`config.mk`:
```
export PLATFORM = sky130hd
export DESIGN_NAME = pcc_ctrl
export DESIGN_NICKNAME = d
export VERILOG_FILES = /design/src/rtl/pcc_pkg.sv /design/src/rtl/pcc_decode.sv /design/src/rtl/pcc_readback.sv /design/src/rtl/pcc_divgen.sv /design/src/rtl/pcc_ctrl.sv
export SDC_FILE = /design/constraint.sdc
export NUM_CORES = 1
export LEC_CHECK = 0
export BUFFER_PORTS_ARGS = -buffer_cell sky130_fd_sc_hd__buf_2
export CAP_MARGIN = 15
export CORE_MARGIN = 8
export CORE_UTILIZATION = 45
export DETAILED_ROUTE_END_ITERATION = 7
export PLACE_DENSITY = 0.7
export SLEW_MARGIN = 20
export SYNTH_ARGS = -nofsm -noshare
export SYNTH_HDL_FRONTEND = slang
export SYNTH_SLANG_ARGS = --single-unit
```
`constraint.sdc`:
```
create_clock -name clk -period 5 [get_ports clk]
set_clock_uncertainty 0.05 [all_clocks]
set_input_delay 0.25 -clock clk [delete_from_list [all_inputs] [get_ports clk]]
set_output_delay 0.25 -clock clk [all_outputs]
set_load 0.02 [all_outputs]
```
`src/rtl/pcc_pkg.sv`:
```
package pcc_pkg;
    localparam int REG_W    = 32;
    localparam int ID_LSB   = 0;
    localparam int CMD_POS  = 12;
    localparam int DIV_LSB  = 16;
    localparam int DIV_W    = 2;
    localparam int EN_POS   = 28;
    localparam int FIRST_ID = 2;

    typedef enum logic [1:0] {
        RATE_FULL    = 2'd0,
        RATE_HALF    = 2'd1,
        RATE_QUARTER = 2'd2,
        RATE_RSVD    = 2'd3
    } rate_e;
endpackage

```
`src/rtl/pcc_decode.sv`:
```
module pcc_decode
    import pcc_pkg::*;
#(
    parameter int N_PERIPH = 64,
    parameter int DIV_ID_A = 40,
    parameter int DIV_ID_B = 41,
    localparam int ID_W = $clog2(N_PERIPH)
) (
    input  logic [REG_W-1:0] wr_data,
    output logic [ID_W-1:0]  id,
    output logic             valid,
    output logic             cmd_wr,
    output logic             en,
    output logic [DIV_W-1:0] div
);
    logic [DIV_W-1:0] raw_div;
    logic             divisible;
    logic             unused_wr;

    assign unused_wr = ^wr_data;

    always_comb begin
        id        = wr_data[ID_LSB +: ID_W];
        valid     = (int'(id) >= FIRST_ID) && (int'(id) < N_PERIPH);
        cmd_wr    = wr_data[CMD_POS];
        en        = wr_data[EN_POS];
        raw_div   = wr_data[DIV_LSB +: DIV_W];
        divisible = (int'(id) == DIV_ID_A) || (int'(id) == DIV_ID_B);
        if (!divisible || raw_div == RATE_RSVD) begin
            div = RATE_FULL;
        end else begin
            div = raw_div;
        end
    end
endmodule

```
`src/rtl/pcc_readback.sv`:
```
module pcc_readback
    import pcc_pkg::*;
#(
    parameter int N_PERIPH = 64,
    localparam int ID_W = $clog2(N_PERIPH)
) (
    input  logic [ID_W-1:0]                 sel,
    input  logic [N_PERIPH-1:0]             en_vec,
    input  logic [N_PERIPH-1:0][DIV_W-1:0]  div_vec,
    output logic [REG_W-1:0]                rd_data
);
    always_comb begin
        rd_data                       = '0;
        rd_data[ID_LSB +: ID_W]       = sel;
        rd_data[DIV_LSB +: DIV_W]     = div_vec[sel];
        rd_data[EN_POS]               = en_vec[sel];
    end
endmodule

```
`src/rtl/pcc_divgen.sv`:
```
module pcc_divgen
    import pcc_pkg::*;
#(
    parameter bit DIVISIBLE = 1'b0
) (
    input  logic             clk,
    input  logic             rst_n,
    input  logic             en,
    input  logic [DIV_W-1:0] div,
    output logic             tick
);
    generate
        if (DIVISIBLE) begin : g_div
            logic [1:0] cnt_d, cnt_q;

            always_comb begin
                cnt_d = en ? cnt_q + 2'd1 : 2'd0;
                case (rate_e'(div))
                    RATE_HALF:    tick = en & ~cnt_q[0];
                    RATE_QUARTER: tick = en & (cnt_q == 2'd0);
                    default:      tick = en;
                endcase
            end

            always_ff @(posedge clk or negedge rst_n) begin
                if (!rst_n) cnt_q <= '0;
                else        cnt_q <= cnt_d;
            end
        end else begin : g_full
            logic unused_in;
            assign unused_in = &{1'b0, clk, rst_n, div};
            assign tick = en;
        end
    endgenerate
endmodule

```
`src/rtl/pcc_ctrl.sv`:
```
module pcc_ctrl
    import pcc_pkg::*;
#(
    parameter int N_PERIPH = 64,
    parameter int DIV_ID_A = 40,
    parameter int DIV_ID_B = 41,
    localparam int ID_W = $clog2(N_PERIPH)
) (
    input  logic                        clk,
    input  logic                        rst_n,
    input  logic                        wr_en,
    input  logic [REG_W-1:0]            wr_data,
    output logic [REG_W-1:0]            rd_data,
    output logic [N_PERIPH-1:0]         clk_en_o,
    output logic [2*N_PERIPH-1:0]       div_sel_o,
    output logic [N_PERIPH-1:0]         tick_o,
    output logic                        div_err_o
);
    typedef struct packed {
        logic [ID_W-1:0]                sel;
        logic [N_PERIPH-1:0]            en;
        logic [N_PERIPH-1:0][DIV_W-1:0] div;
        logic                           err;
    } state_t;

    state_t st_d, st_q;

    logic [ID_W-1:0]  acc_id;
    logic             acc_valid;
    logic             acc_wr;
    logic             acc_en;
    logic [DIV_W-1:0] acc_div;

    pcc_decode #(
        .N_PERIPH (N_PERIPH),
        .DIV_ID_A (DIV_ID_A),
        .DIV_ID_B (DIV_ID_B)
    ) u_decode (
        .wr_data (wr_data),
        .id      (acc_id),
        .valid   (acc_valid),
        .cmd_wr  (acc_wr),
        .en      (acc_en),
        .div     (acc_div)
    );

    // next-state: selection, per-peripheral table, sticky lock error
    always_comb begin
        st_d = st_q;
        if (wr_en && acc_valid) begin
            st_d.sel = acc_id;
            if (acc_wr) begin
                st_d.en[acc_id] = acc_en;
                if (st_q.en[acc_id] && (acc_div != st_q.div[acc_id])) begin
                    st_d.err = 1'b1;
                end else begin
                    st_d.div[acc_id] = acc_div;
                end
            end
        end
    end

    always_ff @(posedge clk or negedge rst_n) begin
        if (!rst_n) st_q <= '0;
        else        st_q <= st_d;
    end

    pcc_readback #(
        .N_PERIPH (N_PERIPH)
    ) u_readback (
        .sel     (st_q.sel),
        .en_vec  (st_q.en),
        .div_vec (st_q.div),
        .rd_data (rd_data)
    );

    genvar gi;
    generate
        for (gi = 0; gi < N_PERIPH; gi++) begin : g_tick
            pcc_divgen #(
                .DIVISIBLE ((gi == DIV_ID_A) || (gi == DIV_ID_B))
            ) u_divgen (
                .clk   (clk),
                .rst_n (rst_n),
                .en    (st_q.en[gi]),
                .div   (st_q.div[gi]),
                .tick  (tick_o[gi])
            );
        end
    endgenerate

    assign clk_en_o  = st_q.en;
    assign div_sel_o = st_q.div;
    assign div_err_o = st_q.err;
endmodule

```
After elaboration in Yosys (flattened, before gate mapping)
Index checks and enable logic that the tools add are counted.
Widths: inputs -> output; s select.
{"block": "totals", "register_bits": 203, "output_inout_bits": 289, "wordCells": 120}
{"block": "op_classes", "addsub": 2, "magnitude_cmp": 4, "eq_ne": 8, "mux": 19, "bitwise_logic": 7, "reduce_logical": 11}
{"cell": "$bwmux 128", "count": 1}
{"cell": "$bwmux 64", "count": 1}
{"cell": "$bmux 2 s6", "count": 2}
{"cell": "$lt 6x7->1 const B", "count": 2}
{"cell": "$bmux 1 s6", "count": 2}
{"cell": "$demux 2 s6", "count": 1}
{"cell": "$eq 6x6->1 const B", "count": 2}
{"cell": "$mux 2", "count": 6}
{"cell": "$demux 1 s6", "count": 1}
{"cell": "$eq 2x2->1 const B", "count": 3}
{"cell": "$ge 6x1->1 const B", "count": 1}
{"cell": "$ge 6x2->1 const B", "count": 1}
{"cell": "$reduce_and 3->1", "count": 2}
{"cell": "$add 2x1->2 const B", "count": 2}
{"cell": "$and 1x1->1", "count": 4}
{"cell": "$eq 2x1->1 const B", "count": 2}
{"cell": "$logic_not 2->1", "count": 2}
{"cell": "$pmux 1 s2", "count": 2}
{"cell": "$logic_and 1x1->1", "count": 3}
{"cell": "$mux 1", "count": 3}
{"cell": "$not 1->1", "count": 3}
{"cell": "$logic_or 1x1->1", "count": 2}
{"cell": "$ne 2x2->1", "count": 1}
{"cell": "$reduce_and 2->1", "count": 1}
{"cell": "$logic_not 1->1", "count": 1}

Longest topological paths before layout
{"block": "depth", "depth_word": 9, "ltp_mapped": 14, "depth_no_buf": 8}

By module
From an unflattened synthesis, not the netlist that was laid out.
{"block": "hier_totals", "hier_cells": 1307, "area_unflattened_um2": 14281.2}
{"module": "pcc_ctrl", "instances": 1, "cells_per_inst": 1052, "area_per_inst_um2": 11681.2, "seq_area_each_um2": 4979.8}
{"module": "pcc_readback", "instances": 1, "cells_per_inst": 155, "area_per_inst_um2": 1794.2, "seq_area_each_um2": 0.0}
{"module": "pcc_divgen at g_tick[0].u_divgen ...", "instances": 62, "cells_per_inst": 1, "area_per_inst_um2": 7.5, "seq_area_each_um2": 0.0}
{"module": "pcc_divgen at g_tick[40].u_divgen ...", "instances": 2, "cells_per_inst": 12, "area_per_inst_um2": 118.9, "seq_area_each_um2": 50.0}
{"module": "pcc_decode", "instances": 1, "cells_per_inst": 14, "area_per_inst_um2": 102.6, "seq_area_each_um2": 0.0}

Worst setup path after synthesis
OpenSTA, ideal clock, no wires.
{"block": "synth_timing", "path_kind": "reg-to-output", "from": "register st_q[193] (netlist bit)", "to": "output port rd_data[16]", "t_arrival_ns": 3.009, "required_time_ns": 4.700, "path_slack_ns": 1.691, "stages_incl_launch_ff": 7, "n_path_buf": 3, "path_cell_list": "dfrtp_1 > clkbuf_1 > clkbuf_1 > buf_2 > mux4_2 > mux4_2 > mux4_2"}
{"block": "synth_between", "elab_chain_cells": 2}
{"item": "from (decl)", "line_no": "pcc_ctrl.sv:26", "rtl": "state_t st_d, st_q;"}
{"item": "from (signal assigned)", "line_no": "pcc_ctrl.sv:65", "rtl": "else st_q <= st_d;"}
{"item": "$bmux 2 s6", "line_no": "pcc_readback.sv:15", "rtl": "rd_data[DIV_LSB +: DIV_W] = div_vec[sel];"}
{"item": "$mux 2 (not written as such)", "line_no": "pcc_readback.sv:15"}
{"item": "to (decl)", "line_no": "pcc_ctrl.sv:13", "rtl": "output logic [REG_W-1:0] rd_data,"}
No other way between the ends. The select of a mux whose other input is x is not followed.

Final worst setup path
{"block": "layout_timing", "from": "register st_q[194] (netlist bit)", "to": "output port rd_data[17]"}
Same word-level chain as after synthesis.

==> run_results.csv <==
group,metric,value,unit
die,initial_core_util,0.4561,
clock_network,cts_tree,"built",
final_layout,final_cells,1465,
grt,use_met2,0.3750,
final_layout,fin_util,0.5065,
critical_path,cp_top_family,"multiplexers",
critical_path,ff2ff_setup_slack,1.77,ns
grt,met1_usage,0.3196,
die,io_pins,324,
placed_design,place_inst,1422,
drt,drt-pass1-iter-count,5,
yosys,synthArstFlopShare,1.000,
drt,drc,0,
die,core_area,25980,sq um
critical_path,crit_slowest_cell,"dfrtp_2",
hold_path,min_from,"wr_data[3]",
critical_path,worstPathCellList,"buf_4 > mux4_2 > mux4_2 > mux4_2 > buf_2",
yosys,syn_area,11850,sq um
clock_network,clock_latency,0.51,ns
timing,setup_tns,0,ns
die,die_width,178.3,microns
grt,antenna_found_initial,0,
drt,initialDrtViolationCount,1077,
timing,timing.hold.ws,0.05127,ns
yosys,ys.flop_type,"dfrtp_1",
timing,tightest_slew,1.196,ns
critical_path,crit_path_frequent_cell,"mux4_2",
critical_path,worstPathRequired,4.70,ns
clock_network,cts_root_buf,"clkbuf_16",
timing,fmax,262.4,MHz
critical_path,critPathMaxFanout,37,
grt,grt_pass1_vias,8870,
die,die-area,31790,sq um
critical_path,reg2reg_depth,7,
yosys,synth.avg_cell_area,11.95,sq um
yosys,netlist_instances,992,
grt,met3_usage,0.06287,
critical_path,path_buf_inv,2,
grt,top_usage_layer,"met2",
placed_design,pre_cts_ws,0.9242,ns
critical_path,critPathMaxStageDelay,1.00,ns
timing,hold_viol,0,
flow_run,cap_violations,0,
hold_path,holdPathEnd,"st_q[196]",
critical_path,r2r-start,"div_sel_o[58]",
yosys,synth.yosys.seq_area_share,0.4286,
timing,finalCritPeriodShare,0.7621,
clock_network,post_cts_resized,0,
timing,slew_viol_final,0,
timing,fin_crit,3.810,ns
final_layout,synthToLayoutAreaGrowth,11.04,%
drt,totalWireLength,38.78,mm
critical_path,end_kind,"primary output",
grt,grt_max_degree,120,
die,row_count,59,
yosys,synth_edf_count,0,
timing,rsz0062_at_grt,"false",
power_and_ir_drop,p_leak,0.006590,uW
hold_path,min_path_cells,3,
clock_network,clock-sinks,203,
clock_network,cts_buffer_depth,3,
yosys,ys_types,58,
clock_network,clkTransAtPathRegs,0.06,ns
placed_design,dp_hpwl,28.03,mm
drt,ant_nets,0,
placed_design,gp_congestion,0.8653,
final_layout,nets,1153,
final_layout,layout-drive-gt1-share,0.4211,
timing,relSlewSlack,0.2023,
power_and_ir_drop,vdd_ir_drop_max,0.0002031,V
critical_path,critPathArrivalTime,3.51,ns
critical_path,crit_path_start,"st_q[194]",
critical_path,crit_path_start_kind,"flop",
power_and_ir_drop,power_density,304.2,nW/um^2
clock_network,ctsHoldBuffers,2,
drt,via_count,8843,
grt,track_usage,0.2377,
clock_network,cts_buffers,22,
yosys,synth_seq_cells,203,
clock_network,postCtsSetupBuffers,0,
drt,wire_per_inst,26.47,microns
drt,vias_per_cell,6.036,
placed_design,io_buffers,278,
yosys,yosys_warnings,0,
grt,grt_pass1_wl,57.29,mm
timing,fin_ws,1.190,ns
critical_path,path_class,"reg2out",
critical_path,r2r_end,"div_sel_o[20]",
hold_path,hp-class,"in2reg",
clock_network,cts_max_level,1,
run_status,status,"completed",
grt,grt_overflow,0,
timing,setup_violations,0,
die,chipHeight,178.3,microns
==> per-stage QoR <==
stage	power, uW	instance area, sq um
3_3_place_gp	2426	12390
6_report	4004	13160
2_1_floorplan	2316	11940
4_1_cts	4035	13130
3_5_place_dp	2435	12400
5_1_grt	4144	13160
==> sequential cells by signal, summed over array words and instances (netlist names) <==
| signal | cells |
|---|---|
| clk_en_o | 64 |
| div_err_o | 1 |
| div_sel_o | 128 |
| g_tick.u_divgen.g_div.cnt_q | 4 |
| st_q | 6 |
==> worst min-delay path: cells and delay by family <==
| kind | cells | cell delay [ns] |
|---|---|---|
| simple gates | 2 | 0.12 |
| buf+inv | 1 | 0.19 |
==> worst max path at each step <==
| stage | depth (start not counted) | endpoint | slack (ns) |
|---|---|---|---|
| after floorplan | 6 | rd_data[16] | 1.69 |
| after global placement | 8 | div_sel_o[18] | 1.05 |
| after detailed placement | 9 | div_sel_o[20] | 0.92 |
| after CTS | 4 | rd_data[17] | 1.14 |
| after global routing | 4 | rd_data[16] | 1.03 |
| final | 5 | rd_data[17] | 1.19 |
==> cell families after synthesis <==
family,Yosys count,share of synthesized area
AND/OR/NAND/NOR,171,0.07115
AO/OA/AOI/OAI,193,0.1256
flip-flops,203,0.4286
other,1,0.0003164
buffers and inverters,228,0.1273
adder cells (fa/ha/maj),4,0.004223
multiplexers,192,0.2428
==> routing by layer <==
layer / wire length (microns) / vias up / part of all wire
li1: - / 3725 / -
met1: 15300 / 4538 / 0.39
met2: 18200 / 515 / 0.47
met3: 4332 / 65 / 0.11
met4: 952 / 0 / 0.025
met5: 0 / - / 0
==> power breakdown <==
part           switching (uW)  total [uW]  leakage (uW)  internal, uW
sequential                132        1830       0.00279          1700
combinational             364         583       0.00345           218
clock                     656        1590      0.000353           938
==> cells in the mapped netlist, drive strengths merged (2+ instances only) <==
cell    number  area, sq um
o211ai       2        15.01
clkbuf      42        157.7
nor3         2        10.01
o21a         2        15.01
ha           4        50.05
nand4b       2        17.52
mux2i       58        580.6
dfrtp      203         5080
a21boi     121        908.4
a21oi        3        15.01
nor3b        8        60.06
and2         3        18.77
nand2       41        153.9
nand3       16        80.08
and4         3        26.28
buf        176         1314
a22oi       32        240.2
and3b        4        38.79
nor2b        6        37.54
inv         10        37.54
mux2        64        720.7
o41ai        3        52.56
nand3b       3        22.52
nor2        66        247.7
nand4        4        31.28
and3         6        37.54
o21ai        6        30.02
or3b         2        17.52
mux4        70         1577
a221oi       3        32.53
a22o        12        105.1
==> cell type report <==
cell class / instances / area [sq um]
Tap cell: 335 / 419.2
Clock inverter: 5 / 27.53
Antenna cell: 2 / 5.005
Timing Repair Buffer: 294 / 1540
Sequential cell: 203 / 5085
Multi-Input combinational cell: 583 / 5364
Fill cell: 2356 / 12820
Inverter: 10 / 37.54
Clock buffer: 33 / 683.2
==> cells in the final DEF, fill, tap and decap left out, types with 4 or more instances in the layout <==
cell type / synthesis / routed
a21boi_0: 121 / 121
a22o_1: 12 / 12
a22oi_1: 32 / 32
and3_1: 6 / 6
buf_2: 14 / 276
buf_4: 153 / 14
clkbuf_16: 0 / 23
clkbuf_8: 0 / 8
clkinv_2: 0 / 4
conb_1: 1 / 23
dfrtp_1: 203 / 201
ha_1: 4 / 4
inv_1: 10 / 10
mux2_2: 64 / 64
mux2i_1: 58 / 58
mux4_2: 70 / 70
nand2_1: 41 / 41
nand3_1: 16 / 16
nor2_1: 66 / 65
nor2b_1: 6 / 6
nor3b_1: 8 / 5
o21ai_0: 5 / 5
Power figures use the tool's default switching activity.
